<file path="src/rtl/pps_mon_pkg.sv">
package pps_mon_pkg;

  localparam int REG_W   = 32;
  localparam int FIELD_W = 30;

  typedef enum logic [1:0] {
    ADDR_STATUS = 2'd0,
    ADDR_CTRL   = 2'd1,
    ADDR_OFFSET = 2'd2,
    ADDR_SPARE  = 2'd3
  } reg_addr_e;

  // Strobes and settings handed from the register side to the datapath
  typedef struct packed {
    logic rearm;     // status word read this cycle
    logic fallEdge;  // sample the pulse on the falling clock edge
  } pps_ctl_t;

endpackage

</file>
<file path="src/rtl/pps_mon_dp.sv">
module pps_mon_dp
  import pps_mon_pkg::*;
#(
  parameter int CNT_W       = 30,
  parameter int SYNC_STAGES = 2
) (
  input  logic             clk,
  input  logic             rstN,
  input  logic             ppsIn,
  input  pps_ctl_t         ctl,
  input  logic [CNT_W-1:0] expected,
  output logic [CNT_W-1:0] periodCnt,
  output logic [CNT_W-1:0] offsetCnt,
  output logic             stableFlag,
  output logic             toggleFlag
);

  localparam logic [CNT_W-1:0] CNT_MAX = '1;
  localparam logic [CNT_W-1:0] CNT_ONE = {{(CNT_W-1){1'b0}}, 1'b1};

  logic riseSample;
  logic fallSample;
  logic edgeSample;
  logic [SYNC_STAGES-1:0] syncChain;
  logic syncPrev;
  logic ppsPulse;
  logic periodMatch;

  // Edge-selectable input capture
  always_ff @(posedge clk or negedge rstN) begin
    if (!rstN) riseSample <= 1'b0;
    else       riseSample <= ppsIn;
  end

  always_ff @(negedge clk or negedge rstN) begin
    if (!rstN) fallSample <= 1'b0;
    else       fallSample <= ppsIn;
  end

  assign edgeSample = ctl.fallEdge ? fallSample : riseSample;

  // Synchroniser and rising-transition detector
  always_ff @(posedge clk or negedge rstN) begin
    if (!rstN) begin
      syncChain <= '0;
      syncPrev  <= 1'b0;
    end else begin
      syncChain <= {syncChain[SYNC_STAGES-2:0], edgeSample};
      syncPrev  <= syncChain[SYNC_STAGES-1];
    end
  end

  assign ppsPulse    = syncChain[SYNC_STAGES-1] & ~syncPrev;
  assign periodMatch = (offsetCnt == expected);

  // Cycles since last pulse, saturating
  always_ff @(posedge clk or negedge rstN) begin
    if (!rstN)                    offsetCnt <= CNT_MAX;
    else if (ppsPulse)            offsetCnt <= CNT_ONE;
    else if (offsetCnt != CNT_MAX) offsetCnt <= offsetCnt + CNT_ONE;
  end

  // Period capture and toggle level
  always_ff @(posedge clk or negedge rstN) begin
    if (!rstN) begin
      periodCnt  <= CNT_MAX;
      toggleFlag <= 1'b0;
    end else if (ppsPulse) begin
      periodCnt  <= offsetCnt;
      toggleFlag <= ~toggleFlag;
    end
  end

  // Sticky stability evaluation, re-armed by a status read
  always_ff @(posedge clk or negedge rstN) begin
    if (!rstN) stableFlag <= 1'b0;
    else       stableFlag <= (ctl.rearm | stableFlag) & (~ppsPulse | periodMatch);
  end

  AST_PERIOD_CAPTURE: assert property (@(posedge clk) disable iff (!rstN)
    ppsPulse |=> periodCnt == $past(offsetCnt));
  AST_MISMATCH_CLEARS: assert property (@(posedge clk) disable iff (!rstN)
    (ppsPulse && offsetCnt != expected) |=> !stableFlag);
  AST_REARM_SETS: assert property (@(posedge clk) disable iff (!rstN)
    (ctl.rearm && !ppsPulse) |=> stableFlag);
  AST_TOGGLE_HOLD: assert property (@(posedge clk) disable iff (!rstN)
    !ppsPulse |=> $stable(toggleFlag));
  AST_OFFSET_RESTART: assert property (@(posedge clk) disable iff (!rstN)
    ppsPulse |=> offsetCnt == CNT_ONE);
  AST_NO_WRAP: assert property (@(posedge clk) disable iff (!rstN)
    (!ppsPulse && offsetCnt == CNT_MAX) |=> offsetCnt == CNT_MAX);

endmodule

</file>
<file path="src/rtl/pps_mon_ctrl.sv">
module pps_mon_ctrl
  import pps_mon_pkg::*;
#(
  parameter int CNT_W = 30
) (
  input  logic             clk,
  input  logic             rstN,
  input  logic [1:0]       regAddr,
  input  logic             regWrEn,
  input  logic [REG_W-1:0] regWrData,
  input  logic             regRdEn,
  output logic [REG_W-1:0] regRdData,
  output logic             regRdValid,
  output pps_ctl_t         ctl,
  output logic [CNT_W-1:0] expected,
  input  logic [CNT_W-1:0] periodCnt,
  input  logic [CNT_W-1:0] offsetCnt,
  input  logic             stableFlag,
  input  logic             toggleFlag
);

  reg_addr_e           addrDec;
  logic                ctrlEdge;
  logic [CNT_W-1:0]    ctrlExp;
  logic [REG_W-1:0]    rdMux;
  logic [FIELD_W-1:0]  periodField;
  logic [FIELD_W-1:0]  offsetField;
  logic [FIELD_W-1:0]  expField;
  logic                unusedWrBits;

  assign addrDec      = reg_addr_e'(regAddr);
  assign unusedWrBits = ^regWrData[REG_W-2:CNT_W];

  // Control word storage
  always_ff @(posedge clk or negedge rstN) begin
    if (!rstN) begin
      ctrlExp  <= '0;
      ctrlEdge <= 1'b0;
    end else if (regWrEn && addrDec == ADDR_CTRL) begin
      ctrlExp  <= regWrData[CNT_W-1:0];
      ctrlEdge <= regWrData[REG_W-1];
    end
  end

  assign expected     = ctrlExp;
  assign ctl.fallEdge = ctrlEdge;
  assign ctl.rearm    = regRdEn && (addrDec == ADDR_STATUS);

  assign periodField = FIELD_W'(periodCnt);
  assign offsetField = FIELD_W'(offsetCnt);
  assign expField    = FIELD_W'(ctrlExp);

  always_comb begin
    case (addrDec)
      ADDR_STATUS: rdMux = {toggleFlag, stableFlag, periodField};
      ADDR_CTRL:   rdMux = {ctrlEdge, 1'b0, expField};
      ADDR_OFFSET: rdMux = {2'b00, offsetField};
      default:     rdMux = '0;
    endcase
  end

  always_ff @(posedge clk or negedge rstN) begin
    if (!rstN) begin
      regRdData  <= '0;
      regRdValid <= 1'b0;
    end else begin
      regRdValid <= regRdEn;
      if (regRdEn) regRdData <= rdMux;
    end
  end

  AST_RDVALID_FOLLOWS: assert property (@(posedge clk) disable iff (!rstN)
    regRdEn |=> regRdValid);
  AST_CTRL_HOLD: assert property (@(posedge clk) disable iff (!rstN)
    !(regWrEn && regAddr == 2'd1) |=> ($stable(ctrlExp) && $stable(ctrlEdge)));

endmodule

</file>
<file path="src/rtl/pps_period_monitor.sv">
module pps_period_monitor
  import pps_mon_pkg::*;
#(
  parameter int CNT_W       = 30,
  parameter int SYNC_STAGES = 2
) (
  input  logic        clk,
  input  logic        rstN,
  input  logic        ppsIn,
  input  logic [1:0]  regAddr,
  input  logic        regWrEn,
  input  logic [31:0] regWrData,
  input  logic        regRdEn,
  output logic [31:0] regRdData,
  output logic        regRdValid
);

  pps_ctl_t         ctl;
  logic [CNT_W-1:0] expected;
  logic [CNT_W-1:0] periodCnt;
  logic [CNT_W-1:0] offsetCnt;
  logic             stableFlag;
  logic             toggleFlag;

  pps_mon_ctrl #(.CNT_W(CNT_W)) u_ctrl (
    .clk        (clk),
    .rstN       (rstN),
    .regAddr    (regAddr),
    .regWrEn    (regWrEn),
    .regWrData  (regWrData),
    .regRdEn    (regRdEn),
    .regRdData  (regRdData),
    .regRdValid (regRdValid),
    .ctl        (ctl),
    .expected   (expected),
    .periodCnt  (periodCnt),
    .offsetCnt  (offsetCnt),
    .stableFlag (stableFlag),
    .toggleFlag (toggleFlag)
  );

  pps_mon_dp #(.CNT_W(CNT_W), .SYNC_STAGES(SYNC_STAGES)) u_dp (
    .clk        (clk),
    .rstN       (rstN),
    .ppsIn      (ppsIn),
    .ctl        (ctl),
    .expected   (expected),
    .periodCnt  (periodCnt),
    .offsetCnt  (offsetCnt),
    .stableFlag (stableFlag),
    .toggleFlag (toggleFlag)
  );

endmodule

</file>
<file path="config.mk">
export PLATFORM = sky130hd
export DESIGN_NAME = pps_period_monitor
export DESIGN_NICKNAME = d
export VERILOG_FILES = /design/src/rtl/pps_mon_pkg.sv /design/src/rtl/pps_mon_dp.sv /design/src/rtl/pps_mon_ctrl.sv /design/src/rtl/pps_period_monitor.sv
export SDC_FILE = /design/constraint.sdc
export NUM_CORES = 1
export LEC_CHECK = 0
export ABC_AREA = 1
export BUFFER_PORTS_ARGS = -buffer_cell sky130_fd_sc_hd__clkbuf_2
export CAP_MARGIN = 10
export CELL_PAD_IN_SITES_DETAIL_PLACEMENT = 2
export CELL_PAD_IN_SITES_GLOBAL_PLACEMENT = 2
export CORE_MARGIN = 2
export CORE_UTILIZATION = 35
export DETAILED_ROUTE_END_ITERATION = 6
export PLACE_DENSITY_LB_ADDON = 0.3
export SLEW_MARGIN = 20
export SYNTH_ARGS = -nofsm -noshare
export SYNTH_HDL_FRONTEND = slang
export SYNTH_SLANG_ARGS = --single-unit
export TNS_END_PERCENT = 1
</file>
<file path="constraint.sdc">
create_clock -name clk -period 4.77 [get_ports clk]
set_input_delay 0.7155 -clock clk [delete_from_list [all_inputs] [get_ports clk]]
set_output_delay 0.7155 -clock clk [all_outputs]
set_load 0.02 [all_outputs]
</file>
# --- After elaboration in Yosys (flattened, before gate mapping) ---
# Index checks and enable logic that the tools add are counted.
op_classes:
  n_bitwise: 7
  eq_ne: 4
  mux: 4
  addsub: 1
  reduce_logical: 4
ops:
  columns: ["operator", "n"]
  rows:
  - ["one-hot mux 32 bit (3 select lines)", 1]
  - ["two-way mux 30 bit", 2]
  - ["adder 30 x 1 -> 30 bit, second input constant", 1]
  - ["equality test 30 bit", 1]
  - ["inequality test 30 bit, second input constant", 1]
  - ["inverter 1 bit", 3]
  - ["bitwise AND 1 bit", 2]
  - ["equality test 2 x 1 -> 1 bit, second input constant", 1]
  - ["equality test 2 bit, second input constant", 1]
  - ["logical AND 1 bit", 2]
  - ["zero test 2 bit", 1]
  - ["bitwise OR 1 bit", 2]
  - ["nonzero test 2 bit", 1]
  - ["two-way mux 1 bit", 1]
totals:
  output_inout_bits: 33
  wordCells: 32
  regBits: 131
  in_bits: 39

# --- Depth between registers and ports, before layout ---
# Gate-level depths: netlist of run 1.
logic_depth:
  word_depth: 5
  mapped_depth: 12
  ltp_nobuf: 11

# --- By module ---
# A second synthesis of run 1 with hierarchy kept.
unflattened:
  cells_unflattened: 903
  area_unflattened_um2: 6825.3
by_module_without_submodules:
  columns: ["module", "seq_area_each_um2", "area_each_um2", "n_inst", "cells_each"]
  rows:
  - ["pps_mon_dp", 1751.7, 3729.8, 1, 488]
  - ["pps_mon_ctrl", 1601.5, 3095.5, 1, 415]

==> results of run 1 <==
==> area by class of cell <==
cell class	instances	area (µm²)
Clock inverter	15	180.2
Clock buffer	17	425.4
Timing Repair Buffer	78	416.7
Fill cell	2011	10380
Inverter	64	242.7
Sequential cell	131	3353
Multi-Input combinational cell	522	2614
Tap cell	229	286.5
==> metrics by stage <==
step                instances  setup slack (ns)
finish                   1056             1.688
CTS                      1056             1.691
floorplan                 751             1.525
global route             1056             1.677
detailed placement       1024             1.416
global placement         1024             1.425
==> flip-flops by register name, indices dropped and copies added, names as in the netlist <==
register,cells
u_dp.syncChain,2
u_dp.riseSample,1
u_ctrl.regRdValid,1
u_ctrl.expected,30
u_dp.offsetCnt,30
u_dp.fallSample,1
u_dp.toggleFlag,1
u_ctrl.regRdData,32
u_dp.syncPrev,1
u_dp.stableFlag,1
u_ctrl.ctrlEdge,1
u_dp.periodCnt,30
==> routing by layer <==
layer  vias up  global-route usage, %
li1       2604                      -
met1      2891                  32.24
met2        97                  41.61
met3        25                  4.075
met4         0                  6.380
met5         -                      0
==> placed cells by master, fill, tap and decap left out, types with 2 or more instances in the layout <==
cell type	instances
sky130_fd_sc_hd__nor2_2	5
sky130_fd_sc_hd__nand3_1	29
sky130_fd_sc_hd__a221oi_1	8
sky130_fd_sc_hd__o21ai_1	2
sky130_fd_sc_hd__nand2_1	179
sky130_fd_sc_hd__nor3_2	2
sky130_fd_sc_hd__nand4_1	3
sky130_fd_sc_hd__inv_6	3
sky130_fd_sc_hd__xnor2_1	18
sky130_fd_sc_hd__dfrtp_1	70
sky130_fd_sc_hd__nor3_1	17
sky130_fd_sc_hd__buf_4	8
sky130_fd_sc_hd__inv_1	55
sky130_fd_sc_hd__xor2_1	8
sky130_fd_sc_hd__bufinv_16	3
sky130_fd_sc_hd__clkbuf_2	69
sky130_fd_sc_hd__nor2_1	73
sky130_fd_sc_hd__nand3_2	2
sky130_fd_sc_hd__o22ai_1	17
sky130_fd_sc_hd__clkinvlp_4	3
sky130_fd_sc_hd__o31ai_1	2
sky130_fd_sc_hd__mux2_2	12
sky130_fd_sc_hd__a21oi_1	44
sky130_fd_sc_hd__a31oi_1	8
sky130_fd_sc_hd__nand2_2	7
sky130_fd_sc_hd__o21ai_0	79
sky130_fd_sc_hd__dfstp_2	60
sky130_fd_sc_hd__clkbuf_16	17
sky130_fd_sc_hd__clkinv_2	5
sky130_fd_sc_hd__clkinv_4	3
sky130_fd_sc_hd__inv_2	6
==> logic make-up (layout without fill, tap and decap cells) <==
logic type               after synthesis  in the layout  synth area share, %
AND/OR/NAND/NOR                      322            322                21.35
AO/OA/AOI/OAI                        161            161                13.77
flip-flops                           131            131                52.74
buffers and inverters                 98            174                6.238
XOR/XNOR                              26             26                3.581
multiplexers                          12             12                2.125
adder cells (fa/ha/maj)                1              1               0.1967
==> power groups by stage <==
| stage | Combinational (W) | Sequential [W] | Clock (W) |
|---|---|---|---|
| 3_3_place_gp | 0.000448 | 0.00138 | 0 |
| 3_5_place_dp | 0.000471 | 0.00139 | 0 |
| 2_1_floorplan | 0.000275 | 0.00139 | 0 |
| 4_1_cts | 0.000484 | 0.00138 | 0.00138 |
| 6_report | 0.000477 | 0.00138 | 0.00136 |
| 5_1_grt | 0.000535 | 0.00139 | 0.00143 |
==> worst max-delay path by stage <==
stage,from,end,slack (ns),cells past startpoint
CTS,u_dp.fallSample,u_dp.syncChain[0],1.69,1
global placement,ppsIn,u_dp.fallSample,1.42,1
global route,u_dp.fallSample,u_dp.syncChain[0],1.68,1
detailed placement,ppsIn,u_dp.fallSample,1.42,1
finish,u_dp.fallSample,u_dp.syncChain[0],1.69,1
floorplan,ppsIn,u_dp.fallSample,1.53,0
==> impl_metrics.yaml, run 1 <==
global_routing:
  grt_antenna_before_repair: 0
  grt-ovfl-total: 0
  via_count_of_the_first_global_routing_pass: 6386
  grt_pass1_wl_um: 36560
  grt_start_max_net_pins: 84
  globalRouteTotalUtil_pct: 24.34
final_layout:
  n_antenna_cell: 0
  share_of_post_route_cells_with_drive_strength_above_1_pct: 25.39
  post_layout_util_pct: 42.00
  post-route-cell-area_um2: 7518
  layout.nets: 854
  area_growth_from_synthesis_to_layout_pct: 18.24
logic_synthesis:
  synth_largest_type_area_fraction_pct: 27.55
  post-synth-top-count-cell: "sky130_fd_sc_hd__nand2_1"
  async_reset_ff_share_pct: 100.0
  netlist_top_cells_count: "sky130_fd_sc_hd__nand2_1 (180), sky130_fd_sc_hd__o21ai_0 (79), sky130_fd_sc_hd__nor2_1 (74)"
  ys_types: 36
  synth_edf_count: 0
  post_synth_instance_area_um2: 6359
  synth-seq-cells: 131
  post-synth-top-area-cell: "sky130_fd_sc_hd__dfrtp_1"
  netlist_instances: 751
  synth_flop_cell: "sky130_fd_sc_hd__dfrtp_1"
  yosysWarnings: 0
  seq_total_area_yosys_pct: 52.74
  synth_top_cells_by_area: "sky130_fd_sc_hd__dfrtp_1 (28%), sky130_fd_sc_hd__dfstp_2 (25%), sky130_fd_sc_hd__nand2_1 (11%), sky130_fd_sc_hd__o21ai_0 (6.2%), sky130_fd_sc_hd__nor2_1 (4.4%)"
  synthesis.area_per_instance_um2: 8.467
  synthesis.nets: 791
timing:
  timing.slew.headroom_pct: 43.15
  report.final.slew_viol_count: 0
  rsz_0062_raised_after_global_routing: "no"
  setup-violations-final: 0
  worst-slew-pin-transition_ns: 0.8527
  tns_ns: 0
  timing.final.hold_violations: 0
  fin_worst_skew_ns: 0.02676
  final.hold.worst_slack_ns: 0.1995
clock_network:
  cts-hold-fix-buffers: 0
  ctsLongestPathBuffers: 2
  cts-htree-levels: 4
  cts_buffers: 17
  post_cts.repair.setup_buffers: 0
  cts_tree: "built"
  root_buffer: "sky130_fd_sc_hd__clkbuf_16"
  cts_num_sinks: 131
  clkSlewWorstSetupHoldPaths_ns: 0.06
  clk-insertion-delay-late_ns: 0.43
  cts_resized: 0
critical_path:
  r2r_cells: 1
  worst-path-buf-inv: 0
  slowest_cell_on_crit_path: "sky130_fd_sc_hd__dfrtn_1"
  required_ns: 5.08
  cp-end-kind: "register"
  timing.setup.critical_path_class: "register to register"
  critical-path-top-delay-family: "flip-flops"
  setup.reg_to_reg.worst_slack_ns: 1.69
  worst_ep_arrival_time_ns: 3.40
  reg2reg_from: "u_dp.fallSample"
  r2r_end: "u_dp.syncChain[0]"
  critPathLaunchType: "register"
  max_stage_delay_ns: 0.34
  timing.critical_path.cells: "mux2_2"
  crit_path_max_fanout: 1
placed_design:
  port_buffers: 70
  placed_area_um2: 6913
  post-dp-hpwl_um: 15460
  routabilityCongestion: 0.8537
floorplan:
  floorplan.rows: 49
  design.die.area_um2: 19260
  die_height_um: 138.8
  ios: 72
  width_of_the_chip_um: 138.8
  core_area_um2: 17900
  initial_core_util_pct: 35.52
pwr:
  seq_power_share_pct: 42.8
  p_clk_share_pct: 42.3
  power.combinational.fraction_pct: 14.9
  net_switching_w: 0.0009629
  switching_share_pct: 30.00
  p_leak_nw: 3.189
  cell_internal_pwr_w: 0.002247
  total_power_w: 0.003210
  power_density_nw_per_um2: 427.0
  irDropWorstVdd_v: 0.0002161
flow_run:
  drv_cap: 0
drt:
  wl_met3_um: 653
  detail_route_antenna_nets: 0
  postRouteWirelength_um: 22380
  met1_length_um: 10240
  top_layer_used: "met4"
  detailedRoute.firstPassIterationCount: 5
  dr_total_vias: 5617
  route.met2.wl_um: 11170
  drt_iter0_drc: 271
  detail_route.wl_per_cell_um: 21.20
  post-route-drc-count: 0
  vias_per_cell: 5.319
status:
  outcome: "completed"
hold_path:
  worst_hold_path_type: "primary input to async pin"
No activity file was read; power rests on OpenSTA's default activity.
==> inputs of run 2 (changes only) <==
--- a/config.mk
+++ b/config.mk
@@ -11,7 +11,7 @@
 export CELL_PAD_IN_SITES_DETAIL_PLACEMENT = 2
 export CELL_PAD_IN_SITES_GLOBAL_PLACEMENT = 2
 export CORE_MARGIN = 2
-export CORE_UTILIZATION = 35
+export CORE_UTILIZATION = 32
 export DETAILED_ROUTE_END_ITERATION = 6
 export PLACE_DENSITY_LB_ADDON = 0.3
 export SLEW_MARGIN = 20
==> constraint.sdc (replaced) <==
create_clock -name clk -period 2.7 [get_ports clk]
set_input_delay 0.405 -clock clk [delete_from_list [all_inputs] [get_ports clk]]
set_output_delay 0.405 -clock clk [all_outputs]
set_load 0.02 [all_outputs]
==> impl_metrics.yaml, run 2 (same netlist as run 1, synthesis figures left out) <==
placed_design:
  post-dp-hpwl_um: 14860
  detailedPlace.worstSlack_ns: 0.4935
  port_buffers: 70
  routabilityCongestion: 0.8810
flow_run:
  drv_cap: 0
hold_path:
  worst_hold_path_type: "primary input to async pin"
floorplan:
  die_height_um: 145.0
  floorplan.rows: 51
  initial_core_util_pct: 32.67
  design.die.area_um2: 21010
  ios: 72
  core_area_um2: 19460
  width_of_the_chip_um: 145.0
drt:
  detailedRoute.firstPassIterationCount: 4
  post-route-drc-count: 0
  drt_iter0_drc: 225
  detail_route.wl_per_cell_um: 19.41
  dr_total_vias: 5537
  vias_per_cell: 5.061
  postRouteWirelength_um: 21240
  detail_route_antenna_nets: 0
timing:
  report.final.slew_viol_count: 0
  postLayoutSetupSlackWorst_ns: 0.4614
  worst-slew-pin-transition_ns: 0.7970
  timing.slew.headroom_pct: 46.87
  rsz_0062_raised_after_global_routing: "no"
  clock.fmax_mhz: 446.7
  timing.final.hold_violations: 0
  fin_crit_ns: 2.239
  tns_ns: 0
  final_min_period_over_clock_period_pct: 82.91
  fin_worst_skew_ns: 0.02353
  setup-violations-final: 0
critical_path:
  timing.setup.critical_path_class: "register to register"
  crit_path_max_fanout: 19
  critPathLaunchType: "register"
  cp-end-kind: "register"
  required_ns: 3.04
  worst_ep_arrival_time_ns: 2.57
clock_network:
  post_cts.repair.setup_buffers: 0
  cts_resized: 0
  cts_tree: "built"
  root_buffer: "sky130_fd_sc_hd__clkbuf_16"
  cts-hold-fix-buffers: 0
  clkSlewWorstSetupHoldPaths_ns: 0.06
  ctsLongestPathBuffers: 2
  cts_buffers: 17
  clk-insertion-delay-late_ns: 0.42
  cts_num_sinks: 131
  cts-htree-levels: 4
status:
  outcome: "completed"
global_routing:
  grt_antenna_before_repair: 0
  grt-ovfl-total: 0
  globalRouteTotalUtil_pct: 21.19
  grt_start_max_net_pins: 131
  grt_pass1_wl_um: 35020
  via_count_of_the_first_global_routing_pass: 6300
final_layout:
  largest_reg_flops: 32
  layout_commonest_cell: "sky130_fd_sc_hd__nand2_1"
  n_antenna_cell: 0
  register_ranked_first_by_flip_flop_count: "u_ctrl.regRdData"
  final-seq-area_um2: 3353
  area_growth_from_synthesis_to_layout_pct: 19.99
  fillCellCount: 2187
  layout.nets: 856
  share_of_post_route_cells_with_drive_strength_above_1_pct: 25.45
  most-common-layout-cells: "sky130_fd_sc_hd__nand2_1 (179), sky130_fd_sc_hd__o21ai_0 (79), sky130_fd_sc_hd__nor2_1 (73)"
  multi_input_area_um2: 2614
pwr:
  irDropWorstVdd_v: 0.0003293
  power_density_nw_per_um2: 756.7
  p_leak_nw: 3.233
[run 2: cell count changes in the layout (fill, tap and decap cells not counted)]
cell and delta:
sky130_fd_sc_hd__clkinvlp_4 -3, sky130_fd_sc_hd__buf_12 +2, sky130_fd_sc_hd__clkbuf_8 +2, sky130_fd_sc_hd__buf_4 +1, sky130_fd_sc_hd__buf_6 -1, sky130_fd_sc_hd__bufinv_16 +1, sky130_fd_sc_hd__clkbuf_1 +1, sky130_fd_sc_hd__inv_6 -1
[run 2: final cells by class]
class,instances,share of cell area [%]
clock buffers,20,5.986
multi-input cells,522,34.26
clock inverters,12,2.345
flip-flops and latches,131,43.95
inverters,64,3.181
repair buffers,80,5.936
well taps,265,4.346
[run 2: final timing paths]
| path | end | cells past startpoint | slack [ns] | from |
|---|---|---|---|---|
| min in group clk | u_dp.riseSample | 1 | 0.11 | ppsIn |
| max in group asynchronous | u_dp.fallSample | 1 | 1.55 | rstN |
| setup reg to reg | u_dp.offsetCnt[0] | 10 | 0.46 | u_dp.offsetCnt[0] |
| hold reg to reg | u_dp.syncChain[1] | 0 | 0.36 | u_dp.syncChain[0] |
| setup / recovery | u_dp.offsetCnt[0] | 10 | 0.46 | u_dp.offsetCnt[0] |
| hold / removal | u_dp.syncPrev | 2 | 0.06 | rstN |
[run 2: layer usage]
layer  GRT usage [%]  part of all wire, %  vias to the layer above
li1                -                    -                     2595
met1           27.67                   46                     2854
met2           36.14                   50                       71
met3           3.585                  2.8                       17
met4           6.287                  1.4                        0
met5               0                    0                        -
[run 2: worst max-delay path: stages, from the launching register on]
cell and delay [ns]:
sky130_fd_sc_hd__dfstp_2 0.57, sky130_fd_sc_hd__ha_1 0.29, sky130_fd_sc_hd__nand3_4 0.13, sky130_fd_sc_hd__clkinv_2 0.11
sky130_fd_sc_hd__nand2_2 0.07, sky130_fd_sc_hd__clkinv_2 0.07, sky130_fd_sc_hd__nand2_4 0.07, sky130_fd_sc_hd__inv_2 0.07
sky130_fd_sc_hd__nand3_2 0.43, sky130_fd_sc_hd__o21ai_0 0.23, sky130_fd_sc_hd__o21ai_0 0.11
[run 2: per-stage QoR]
stage / power, W / std cells / hold slack, ns / util [%] / area (µm²)
after floorplan: 0.002934 / 751 / 0.1094 / - / 6359
after global placement: 0.003236 / 1062 / 0.3365 / 35.94 / 6994
after detailed placement: 0.003287 / 1062 / 0.3442 / 35.94 / 6994
after CTS: 0.005855 / 1094 / 0.08412 / 39.20 / 7630
after global routing: 0.006041 / 1094 / 0.09554 / 39.20 / 7630
final: 0.005773 / 1094 / 0.06246 / 39.20 / 7630
[run 2: where the power goes]
| group | internal [W] | switching, W |
|---|---|---|
| Sequential | 0.00223 | 0.000199 |
| Clock | 0.00160 | 0.000904 |
| Combinational | 0.000293 | 0.000548 |
==> inputs of run 3 (changes only) <==
--- a/config.mk
+++ b/config.mk
@@ -5,13 +5,13 @@
 export SDC_FILE = /design/constraint.sdc
 export NUM_CORES = 1
 export LEC_CHECK = 0
-export ABC_AREA = 1
+export ABC_AREA = 0
 export BUFFER_PORTS_ARGS = -buffer_cell sky130_fd_sc_hd__clkbuf_2
 export CAP_MARGIN = 10
 export CELL_PAD_IN_SITES_DETAIL_PLACEMENT = 2
 export CELL_PAD_IN_SITES_GLOBAL_PLACEMENT = 2
 export CORE_MARGIN = 2
-export CORE_UTILIZATION = 32
+export CORE_UTILIZATION = 34
 export DETAILED_ROUTE_END_ITERATION = 6
 export PLACE_DENSITY_LB_ADDON = 0.3
 export SLEW_MARGIN = 20
==> constraint.sdc (replaced) <==
create_clock -name clk -period 1.9 [get_ports clk]
set_input_delay 0.285 -clock clk [delete_from_list [all_inputs] [get_ports clk]]
set_output_delay 0.285 -clock clk [all_outputs]
set_load 0.02 [all_outputs]
==> impl_metrics.yaml, run 3 <==
status:
  outcome: "finished with violations"
  violations_in_the_final_reports: "hold timing, setup timing"
final_layout:
  layout.nets: 812
  share_of_post_route_cells_with_drive_strength_above_1_pct: 37.71
  fillCellCount: 1976
  layout_commonest_cell: "sky130_fd_sc_hd__nand2_1"
  largest_reg_flops: 32
  register_ranked_first_by_flip_flop_count: "u_ctrl.regRdData"
  most-common-layout-cells: "sky130_fd_sc_hd__nand2_1 (108), sky130_fd_sc_hd__nor2_1 (87), sky130_fd_sc_hd__a21oi_1 (72)"
  n_antenna_cell: 0
  area_growth_from_synthesis_to_layout_pct: 28.10
  post-route-cell-area_um2: 8272
pwr:
  p_leak_nw: 3.733
  total_power_w: 0.008598
  power_density_nw_per_um2: 1039
  irDropWorstVdd_v: 0.0006101
logic_synthesis:
  post-synth-top-area-cell: "sky130_fd_sc_hd__dfrtp_1"
  dominant_combinational_cell_family_by_area_after_synthesis: "simple AND/OR/NAND/NOR gates"
  synthSimpleGateAreaFrac_pct: 17.34
  synthAdderAreaFrac_pct: 0.1938
  netlist_instances: 659
  synth-seq-cells: 131
  synthesis.nets: 699
  async_reset_ff_share_pct: 100.0
  synth_flop_cell: "sky130_fd_sc_hd__dfrtp_1"
  netlist_top_cells_count: "sky130_fd_sc_hd__nand2_1 (109), sky130_fd_sc_hd__nor2_1 (87), sky130_fd_sc_hd__a21oi_1 (72)"
  post-synth-top-count-cell: "sky130_fd_sc_hd__nand2_1"
  synth_xor_area_share_pct: 5.968
  yosysWarnings: 0
  proportion_of_synthesized_area_in_mux_cells_pct: 10.56
  synth_top_cells_by_area: "sky130_fd_sc_hd__dfrtp_1 (27%), sky130_fd_sc_hd__dfstp_2 (24%), sky130_fd_sc_hd__nand2_1 (6.3%), sky130_fd_sc_hd__mux2_2 (5.8%), sky130_fd_sc_hd__a21oi_1 (5.6%)"
  seq_total_area_yosys_pct: 51.93
  synth_compound_area_share_pct: 9.494
  synthesis.area_per_instance_um2: 9.799
  ys_types: 44
  synth_largest_type_area_fraction_pct: 27.13
  synth_edf_count: 0
  post_synth_instance_area_um2: 6457
critical_path:
  critPathLaunchType: "register"
  required_ns: 2.25
  cp-end-kind: "register"
  max_stage_delay_ns: 0.54
  crit_path_max_fanout: 6
  slowest_cell_on_crit_path: "sky130_fd_sc_hd__dfstp_2"
  worst_ep_arrival_time_ns: 2.36
  timing.critical_path.cells: "buf_4, and2_1, nand4_1, a31oi_4, buf_6, a31oi_2, a41o_1"
  timing.setup.critical_path_class: "register to register"
timing:
  fin_worst_skew_ns: 0.02234
  final_min_period_over_clock_period_pct: 105.8
  clock.fmax_mhz: 497.6
  final.hold.worst_slack_ns: -0.03646
  worst-slew-pin-transition_ns: 0.7755
  timing.final.hold_violations: 12
  setup-violations-final: 10
  timing.slew.headroom_pct: 48.30
  report.final.slew_viol_count: 0
  rsz_0062_raised_after_global_routing: "yes"
  fin_crit_ns: 2.010
  postLayoutSetupSlackWorst_ns: -0.1098
drt:
  detail_route_antenna_nets: 0
  detail_route.wl_per_cell_um: 20.98
  detailedRoute.firstPassIterationCount: 4
  drt_iter0_drc: 250
  post-route-drc-count: 0
  vias_per_cell: 5.202
  postRouteWirelength_um: 21380
  dr_total_vias: 5301
global_routing:
  globalRoute.busiestLayer: "met2"
  globalRouteTotalUtil_pct: 20.91
  grt.met2_usage_pct: 36.69
  grt_start_max_net_pins: 131
  grt_util_met3_pct: 3.746
  grt_antenna_before_repair: 1
  grt_pass1_wl_um: 32650
  grt.met1_usage_pct: 26.39
  via_count_of_the_first_global_routing_pass: 5866
  grt-ovfl-total: 0
clock_network:
  cts-htree-levels: 4
  cts_num_sinks: 131
  cts_tree: "built"
  cts_buffers: 17
  clk-insertion-delay-late_ns: 0.42
  root_buffer: "sky130_fd_sc_hd__clkbuf_16"
  ctsLongestPathBuffers: 2
  clkSlewWorstSetupHoldPaths_ns: 0.06
flow_run:
  drv_cap: 0
floorplan:
  die_height_um: 141.8
  floorplan.rows: 50
  initial_core_util_pct: 34.64
  core_area_um2: 18640
  design.die.area_um2: 20110
  width_of_the_chip_um: 141.8
  ios: 72
hold_path:
  worst_hold_path_type: "primary input to async pin"
placed_design:
  post-dp-hpwl_um: 13220
  port_buffers: 70
  placed_area_um2: 7386
  routabilityCongestion: 0.8132
-- run 3: cell types whose count changed after synthesis, moves of 17 or more --
cell and change:
sky130_fd_sc_hd__o21ai_0 -74, sky130_fd_sc_hd__nand2_1 -71, sky130_fd_sc_hd__inv_1 -51, sky130_fd_sc_hd__mux2i_1 +31, sky130_fd_sc_hd__a21oi_1 +28, sky130_fd_sc_hd__mux2_2 +21, sky130_fd_sc_hd__nand3_1 -20, sky130_fd_sc_hd__o22ai_1 -17
-- run 3: cell families (layout without fill, tap and decap cells) --
| kind of cell | Yosys count | in the layout |
|---|---|---|
| AOI/OAI and AO/OA | 106 | 106 |
| xor gates and xnor gates | 44 | 44 |
| adders and majority gates | 1 | 1 |
| buffers and inverters | 61 | 187 |
| DFF | 131 | 131 |
| muxes | 64 | 64 |
| and+or+nand+nor | 252 | 252 |
-- run 3: metrics by stage --
stage | hold WS [ns] | setup TNS (ns) | util (%) | cells | worst slack, ns
2_1_floorplan | -0.01059 | 0 | - | 659 | 0.02475
3_3_place_gp | 0.3448 | 0 | 39.62 | 973 | 0.0005721
3_5_place_dp | 0.3567 | -0.3324 | 39.62 | 973 | -0.06577
4_1_cts | 0.04010 | 0 | 43.30 | 1007 | 0.005525
5_1_grt | 0.05137 | -1.483 | 44.37 | 1019 | -0.1469
6_report | -0.03646 | -0.4741 | 44.37 | 1019 | -0.1098
-- run 3: critical path: cells and delay by family, from the launching register on --
kind                   cells  cell delay (ns)
buffers and inverters      2             0.33
AOI/OAI and AO/OA          3             0.63
DFF                        1             0.54
and+or+nand+nor            2             0.43
-- run 3: cell type report --
cell class | count | area (µm²) | area share (%)
flip-flops and latches | 131 | 3353 | 40.54
multi-input cells | 467 | 2932 | 35.44
repair buffers | 150 | 1042 | 12.60
clock buffers | 24 | 481.7 | 5.824
well taps | 234 | 292.8 | 3.540
clock inverters | 8 | 151.4 | 1.830
inverters | 5 | 18.77 | 0.2269
-- run 3: where the power goes --
part | total (W) | switching [W] | leakage (nW) | internal (W)
Sequential | 0.00343 | 0.000264 | 1.47 | 0.00317
Clock | 0.00358 | 0.00127 | 0.297 | 0.00231
Combinational | 0.00159 | 0.000890 | 1.96 | 0.000696
Total | 0.00860 | 0.00243 | 3.73 | 0.00617
-- run 3: final timing paths --
path,from,endpoint,slack (ns),depth (start not counted)
max in group asynchronous,rstN,u_dp.fallSample,1.27,1
worst min register to register,u_dp.syncChain[0],u_dp.syncChain[1],0.37,0
worst max-delay path,u_dp.offsetCnt[5],u_dp.offsetCnt[13],-0.11,7
worst min-delay path,rstN,u_ctrl.expected[7],-0.04,2
min in group clk,regWrData[31],u_ctrl.ctrlEdge,0.09,2
worst max register to register,u_dp.offsetCnt[5],u_dp.offsetCnt[13],-0.11,7
-- run 3: what timing repair did --
action	in CTS	in global routing
hold buffers	1	0
endpoints found under the setup margin	12	24
buffers inserted	1	11
gates cloned	0	1
endpoints found under the hold margin	1	0
gates resized for setup	7	24
pin swaps	2	7
-- run 3: per-layer routing --
metal / share of wire [%] / routed length (µm)
met3: 3.3 / 699
met2: 53 / 11320
met5: 0.056 / 12
met1: 42 / 9011
met4: 1.6 / 335
